[config.mk]
export PLATFORM = sky130hd
export DESIGN_NAME = arx_seq_core
export DESIGN_NICKNAME = d
export VERILOG_FILES = /design/src/rtl/arx_seq_core.sv
export SDC_FILE = /design/constraint.sdc
export NUM_CORES = 1
export LEC_CHECK = 0
export BUFFER_PORTS_ARGS = -buffer_cell sky130_fd_sc_hd__buf_2
export CORE_ASPECT_RATIO = 0.5
export CORE_UTILIZATION = 46
export CTS_BUF_LIST = sky130_fd_sc_hd__clkbuf_16
export DETAILED_ROUTE_END_ITERATION = 10
export GPL_ROUTABILITY_DRIVEN = 0
export GPL_TIMING_DRIVEN = 0
export PLACE_DENSITY_LB_ADDON = 0.08
export SYNTH_ARGS = -nofsm -noshare
export SYNTH_HDL_FRONTEND = slang
export SYNTH_SLANG_ARGS = --single-unit
[constraint.sdc]
create_clock -name clk -period 37.7 [get_ports clk]
set_input_delay 5.655 -clock clk [delete_from_list [all_inputs] [get_ports clk]]
set_output_delay 5.655 -clock clk [all_outputs]
set_load 0.01 [all_outputs]
[src/rtl/arx_seq_core.sv]
module arx_seq_core #(
  parameter int W     = 32,
  parameter int STEPS = 12
) (
  input  logic         clk,
  input  logic         rst_n,
  input  logic         start,
  input  logic [W-1:0] x_in,
  input  logic [W-1:0] y_in,
  input  logic [W-1:0] c_in,
  output logic         busy,
  output logic         done,
  output logic [W-1:0] x_out,
  output logic [W-1:0] y_out
);
  localparam int CW = $clog2(STEPS);
  localparam logic [CW-1:0] LAST = CW'(STEPS - 1);

  localparam logic [2:0] ROT0  = 3'd0;
  localparam logic [2:0] ROT16 = 3'd1;
  localparam logic [2:0] ROT17 = 3'd2;
  localparam logic [2:0] ROT24 = 3'd3;
  localparam logic [2:0] ROT31 = 3'd4;

  localparam logic [1:0] OP_ADD  = 2'd0;
  localparam logic [1:0] OP_MIXY = 2'd1;
  localparam logic [1:0] OP_KEY  = 2'd2;

  logic [W-1:0]  xr, yr, cr;
  logic [CW-1:0] step;
  logic          run, fin;

  logic [1:0]    op;
  logic [2:0]    rsel;
  logic [W-1:0]  opa, opb, opb_rot, sum;
  logic [W-1:0]  cy;
  logic          xmode;

  always_comb begin
    op   = OP_ADD;
    rsel = ROT0;
    case (step)
      4'd0:  begin op = OP_ADD;  rsel = ROT31; end
      4'd1:  begin op = OP_MIXY; rsel = ROT24; end
      4'd2:  begin op = OP_KEY;  rsel = ROT0;  end
      4'd3:  begin op = OP_ADD;  rsel = ROT17; end
      4'd4:  begin op = OP_MIXY; rsel = ROT17; end
      4'd5:  begin op = OP_KEY;  rsel = ROT0;  end
      4'd6:  begin op = OP_ADD;  rsel = ROT0;  end
      4'd7:  begin op = OP_MIXY; rsel = ROT31; end
      4'd8:  begin op = OP_KEY;  rsel = ROT0;  end
      4'd9:  begin op = OP_ADD;  rsel = ROT24; end
      4'd10: begin op = OP_MIXY; rsel = ROT16; end
      4'd11: begin op = OP_KEY;  rsel = ROT0;  end
      default: begin op = OP_KEY; rsel = ROT0; end
    endcase
  end

  assign xmode = (op != OP_ADD);
  assign opa   = (op == OP_MIXY) ? yr : xr;
  assign opb   = (op == OP_ADD) ? yr : (op == OP_MIXY) ? xr : cr;

  for (genvar i = 0; i < W; i++) begin : g_rot
    always_comb begin
      case (rsel)
        ROT16:   opb_rot[i] = opb[(i + 16) % W];
        ROT17:   opb_rot[i] = opb[(i + 17) % W];
        ROT24:   opb_rot[i] = opb[(i + 24) % W];
        ROT31:   opb_rot[i] = opb[(i + 31) % W];
        default: opb_rot[i] = opb[i];
      endcase
    end
  end

  assign cy[0] = 1'b0;
  for (genvar i = 0; i < W; i++) begin : g_fa
    assign sum[i] = opa[i] ^ opb_rot[i] ^ cy[i];
    if (i < W - 1) begin : g_c
      assign cy[i+1] = ((opa[i] & opb_rot[i]) | (cy[i] & (opa[i] ^ opb_rot[i]))) & ~xmode;
    end
  end

  always_ff @(posedge clk or negedge rst_n) begin
    if (!rst_n) begin
      xr   <= '0;
      yr   <= '0;
      cr   <= '0;
      step <= '0;
      run  <= 1'b0;
      fin  <= 1'b0;
    end else begin
      fin <= 1'b0;
      if (!run) begin
        if (start) begin
          xr   <= x_in;
          yr   <= y_in;
          cr   <= c_in;
          step <= '0;
          run  <= 1'b1;
        end
      end else begin
        if (op == OP_MIXY) yr <= sum;
        else               xr <= sum;
        if (step == LAST) begin
          run <= 1'b0;
          fin <= 1'b1;
          step <= '0;
        end else begin
          step <= step + 1'b1;
        end
      end
    end
  end

  assign busy  = run;
  assign done  = fin;
  assign x_out = xr;
  assign y_out = yr;

  assert_done_single_R3: assert property (@(posedge clk) disable iff (!rst_n)
    done |=> !done);
  assert_done_after_last_R3: assert property (@(posedge clk) disable iff (!rst_n)
    (busy && step == LAST) |=> (done && !busy));
  assert_busy_done_excl_R4: assert property (@(posedge clk) disable iff (!rst_n)
    !(busy && done));
  assert_busy_rise_R4: assert property (@(posedge clk) disable iff (!rst_n)
    (!busy && !start) |=> !busy);
  assert_busy_holds_R5: assert property (@(posedge clk) disable iff (!rst_n)
    (busy && step != LAST) |=> busy);
  assert_idle_hold_R6: assert property (@(posedge clk) disable iff (!rst_n)
    (!busy && !start) |=> ($stable(x_out) && $stable(y_out)));
  assert_xor_no_carry_R7: assert property (@(posedge clk) disable iff (!rst_n)
    (busy && op != OP_ADD) |-> (sum == (opa ^ opb_rot)));
endmodule

==> flow_metrics.tcl <==
set metrics [dict create \
    status "finished, final reports clean" \
    cts_resized 0 \
    grt_overflow 0 \
    holdBufCountCts 0 \
    rsz0062_at_grt "no" \
    slowest_delay_ns 0.56 \
    cts_root_buf "clkbuf_16" \
    critPathTopFamily "adder cells" \
    startpoint_type "flop" \
    synthTopCellsByArea "dfrtp_1 35%, fa_1 8.2%, a21oi_1 6.7%" \
    area_growth_pct 19.29 \
    start_util_pct 47.14 \
    die_w_um 180.0 \
    hold_violations 0 \
    drt_iter0_drc 945 \
    critical_path.most_common_cell "fa_1" \
    via_per_inst 6.198 \
    first_pass_iters 6 \
    core_um2 15450 \
    r2r_start "step[0]" \
    ff_latch_area_um2 2552 \
    hpwl_um 19940 \
    post_cts_buffers 0 \
    portBuffers 164 \
    multi_input_area_um2 4407 \
    fillers 1464 \
    topRoutingLayerUsed "met4" \
    ys.warnings.count 0 \
    crit_fanout 10 \
    worst-path-buf-inv 3 \
    avgRoutedWirePerCell_um 22.07 \
    cts_sinks 102 \
    route.met2.wl_um 10190 \
    grt_max_degree 59 \
    antenna_found_initial 0 \
    drcViolationCount 0 \
    hold_start "cr[15]" \
    synth_top_flop_cell "dfrtp_1" \
    clock_skew_ns 0.01200 \
    max_freq_ghz 0.04727 \
    cts_tree "yes" \
    path_class "flop to flop" \
    path_clk_slew_ns 0.07 \
    async_reset_ff_share_pct 100.0 \
    crit_start "step[0]" \
    end_kind "flop" \
    post-route-period-util_pct 56.11 \
    clockBufferDepth 2 \
    synth.avg_cell_area_um2 9.039 \
    syn-cell-area_um2 7286 \
    cts-buffers-inserted 9 \
    wirelength_met1_um 12500 \
    finalMaxSlewViolations 0 \
    synth.top_cell.area_share_pct 35.03 \
    clk_latency_ns 0.37 \
    yosys.area.top_type "dfrtp_1" \
    setup_violations 0 \
    required_ns 37.96 \
    synth-edff-count 0 \
    dieArea_um2 16380 \
    routed-wl-met3_um 3165 \
    fin_tns_setup_ns 0 \
    routed_wl_um 26280 \
    hold_class "flop to flop" \
    drv_cap 0 \
    worst_hold_slack_ns 0.5017 \
    track_usage_pct 33.00 \
    tightest_slew_ns 1.139 \
    via_count 7382 \
    io_pins 165 \
    grt_pass1_wl_um 40770 \
    cp.arrival_ns 21.41 \
    htree_levels 3 \
    final_antenna_net_count 0 \
    crit_slowest_cell "buf_1" \
    synth_seq_cells 102 \
    first_global_vias 6972 \
    syn_inst 806 \
    synth_cell_types 61 \
    synth.yosys.seq_area_share_pct 35.03 \
    relSlewSlack_pct 23.62 \
    die_h_um 90.99 \
    period_needed_ns 21.15 \
    drive_above_1_share_pct 25.63 \
    num_rows 32 \
    diodes 0 \
    synth_fp_nets 942 \
    layout.nets 1118 \
]
-- metal layers --
metal	vias to the layer above	GRT usage, %
met5	-	0
met4	0	7.399
met3	66	9.948
met2	462	43.90
met1	3567	51.22
li1	3287	-
-- worst register-to-register path, delay by kind of cell (launching register included) --
kind | cells | cell delay, ns
xor gates and xnor gates | 1 | 0.27
adders and majority gates | 32 | 12.14
buffers and inverters | 3 | 1.06
muxes | 1 | 0.32
AOI/OAI and AO/OA | 8 | 1.56
and+or+nand+nor | 32 | 5.18
DFF | 1 | 0.50
-- cell families (layout without fill, tap and decap cells) --
logic type      Yosys count  in the layout  share of synthesized area [%]
fa+ha+maj                37             37                          9.445
compound gates          312            312                          27.12
simple gates            206            206                          12.79
xor+xnor                  4              4                         0.7386
flops                   102            102                          35.03
buf+inv                  75            256                          4.482
mux                      70             70                          10.39
-- flip-flops by register name, summed over array words and instances, names as in the netlist --
name / count
y_out: 32
step: 4
busy: 1
cr: 32
x_out: 32
done: 1
-- Yosys cell counts (4+ instances only) --
master	n
dfrtp_1	102
a21oi_1	97
nor2_1	95
nand2_1	61
o21ai_0	50
clkbuf_1	46
o22ai_1	35
mux2_2	34
mux2i_1	34
fa_1	30
nand2b_1	29
o21ai_1	29
o22a_1	21
buf_2	12
o21ai_2	10
a221o_1	9
a22oi_1	8
ha_1	7
inv_1	7
o221ai_1	7
o21a_1	6
o31ai_1	6
a21o_1	5
a2111oi_0	4
buf_1	4
buf_6	4
nand3_1	4
-- path summary, 6_finish.rpt --
path	cells after the start	slack, ns	end
max reg2reg	77	16.55	y_out[31]
max	77	16.55	y_out[31]
min reg2reg	1	0.50	cr[15]
min	1	0.50	cr[15]
max in group asynchronous	2	31.68	x_out[10]
min in group asynchronous	1	5.30	cr[24]
-- cell type report --
cell class | instances | area share [%]
multi-input combinational | 629 | 50.71
sequential | 102 | 29.37
timing repair buffer | 165 | 9.790
buffer | 66 | 3.369
tap | 204 | 2.937
clock buffer | 9 | 2.591
clock inverter | 7 | 0.8494
inverter | 9 | 0.3887
-- layout by cell type (no fill, tap or decap), types with 10 or more instances in the layout --
| master | count |
|---|---|
| dfrtp_1 | 102 |
| mux2i_1 | 34 |
| clkbuf_1 | 46 |
| a21oi_1 | 97 |
| mux2_2 | 34 |
| o22ai_1 | 35 |
| buf_2 | 175 |
| nand2b_1 | 29 |
| o22a_1 | 21 |
| o21ai_0 | 50 |
| fa_1 | 30 |
| nand2_1 | 61 |
| o21ai_1 | 29 |
| nor2_1 | 95 |
| o21ai_2 | 10 |
-- through the flow --
| stage | instance area (µm²) | cells | setup WS, ns | util [%] |
|---|---|---|---|---|
| 2_1_floorplan | 7286 | 806 | 18.73 | - |
| 3_3_place_gp | 8362 | 1174 | 16.88 | 54.10 |
| 3_5_place_dp | 8392 | 1175 | 16.70 | 54.30 |
| 4_1_cts | 8691 | 1191 | 16.61 | 56.23 |
| 5_1_grt | 8691 | 1191 | 15.39 | 56.23 |
| 6_report | 8691 | 1191 | 16.55 | 56.23 |
Power is not shown: default switching activity piles up to over one toggle a cycle in this logic, so the estimate is an artifact.
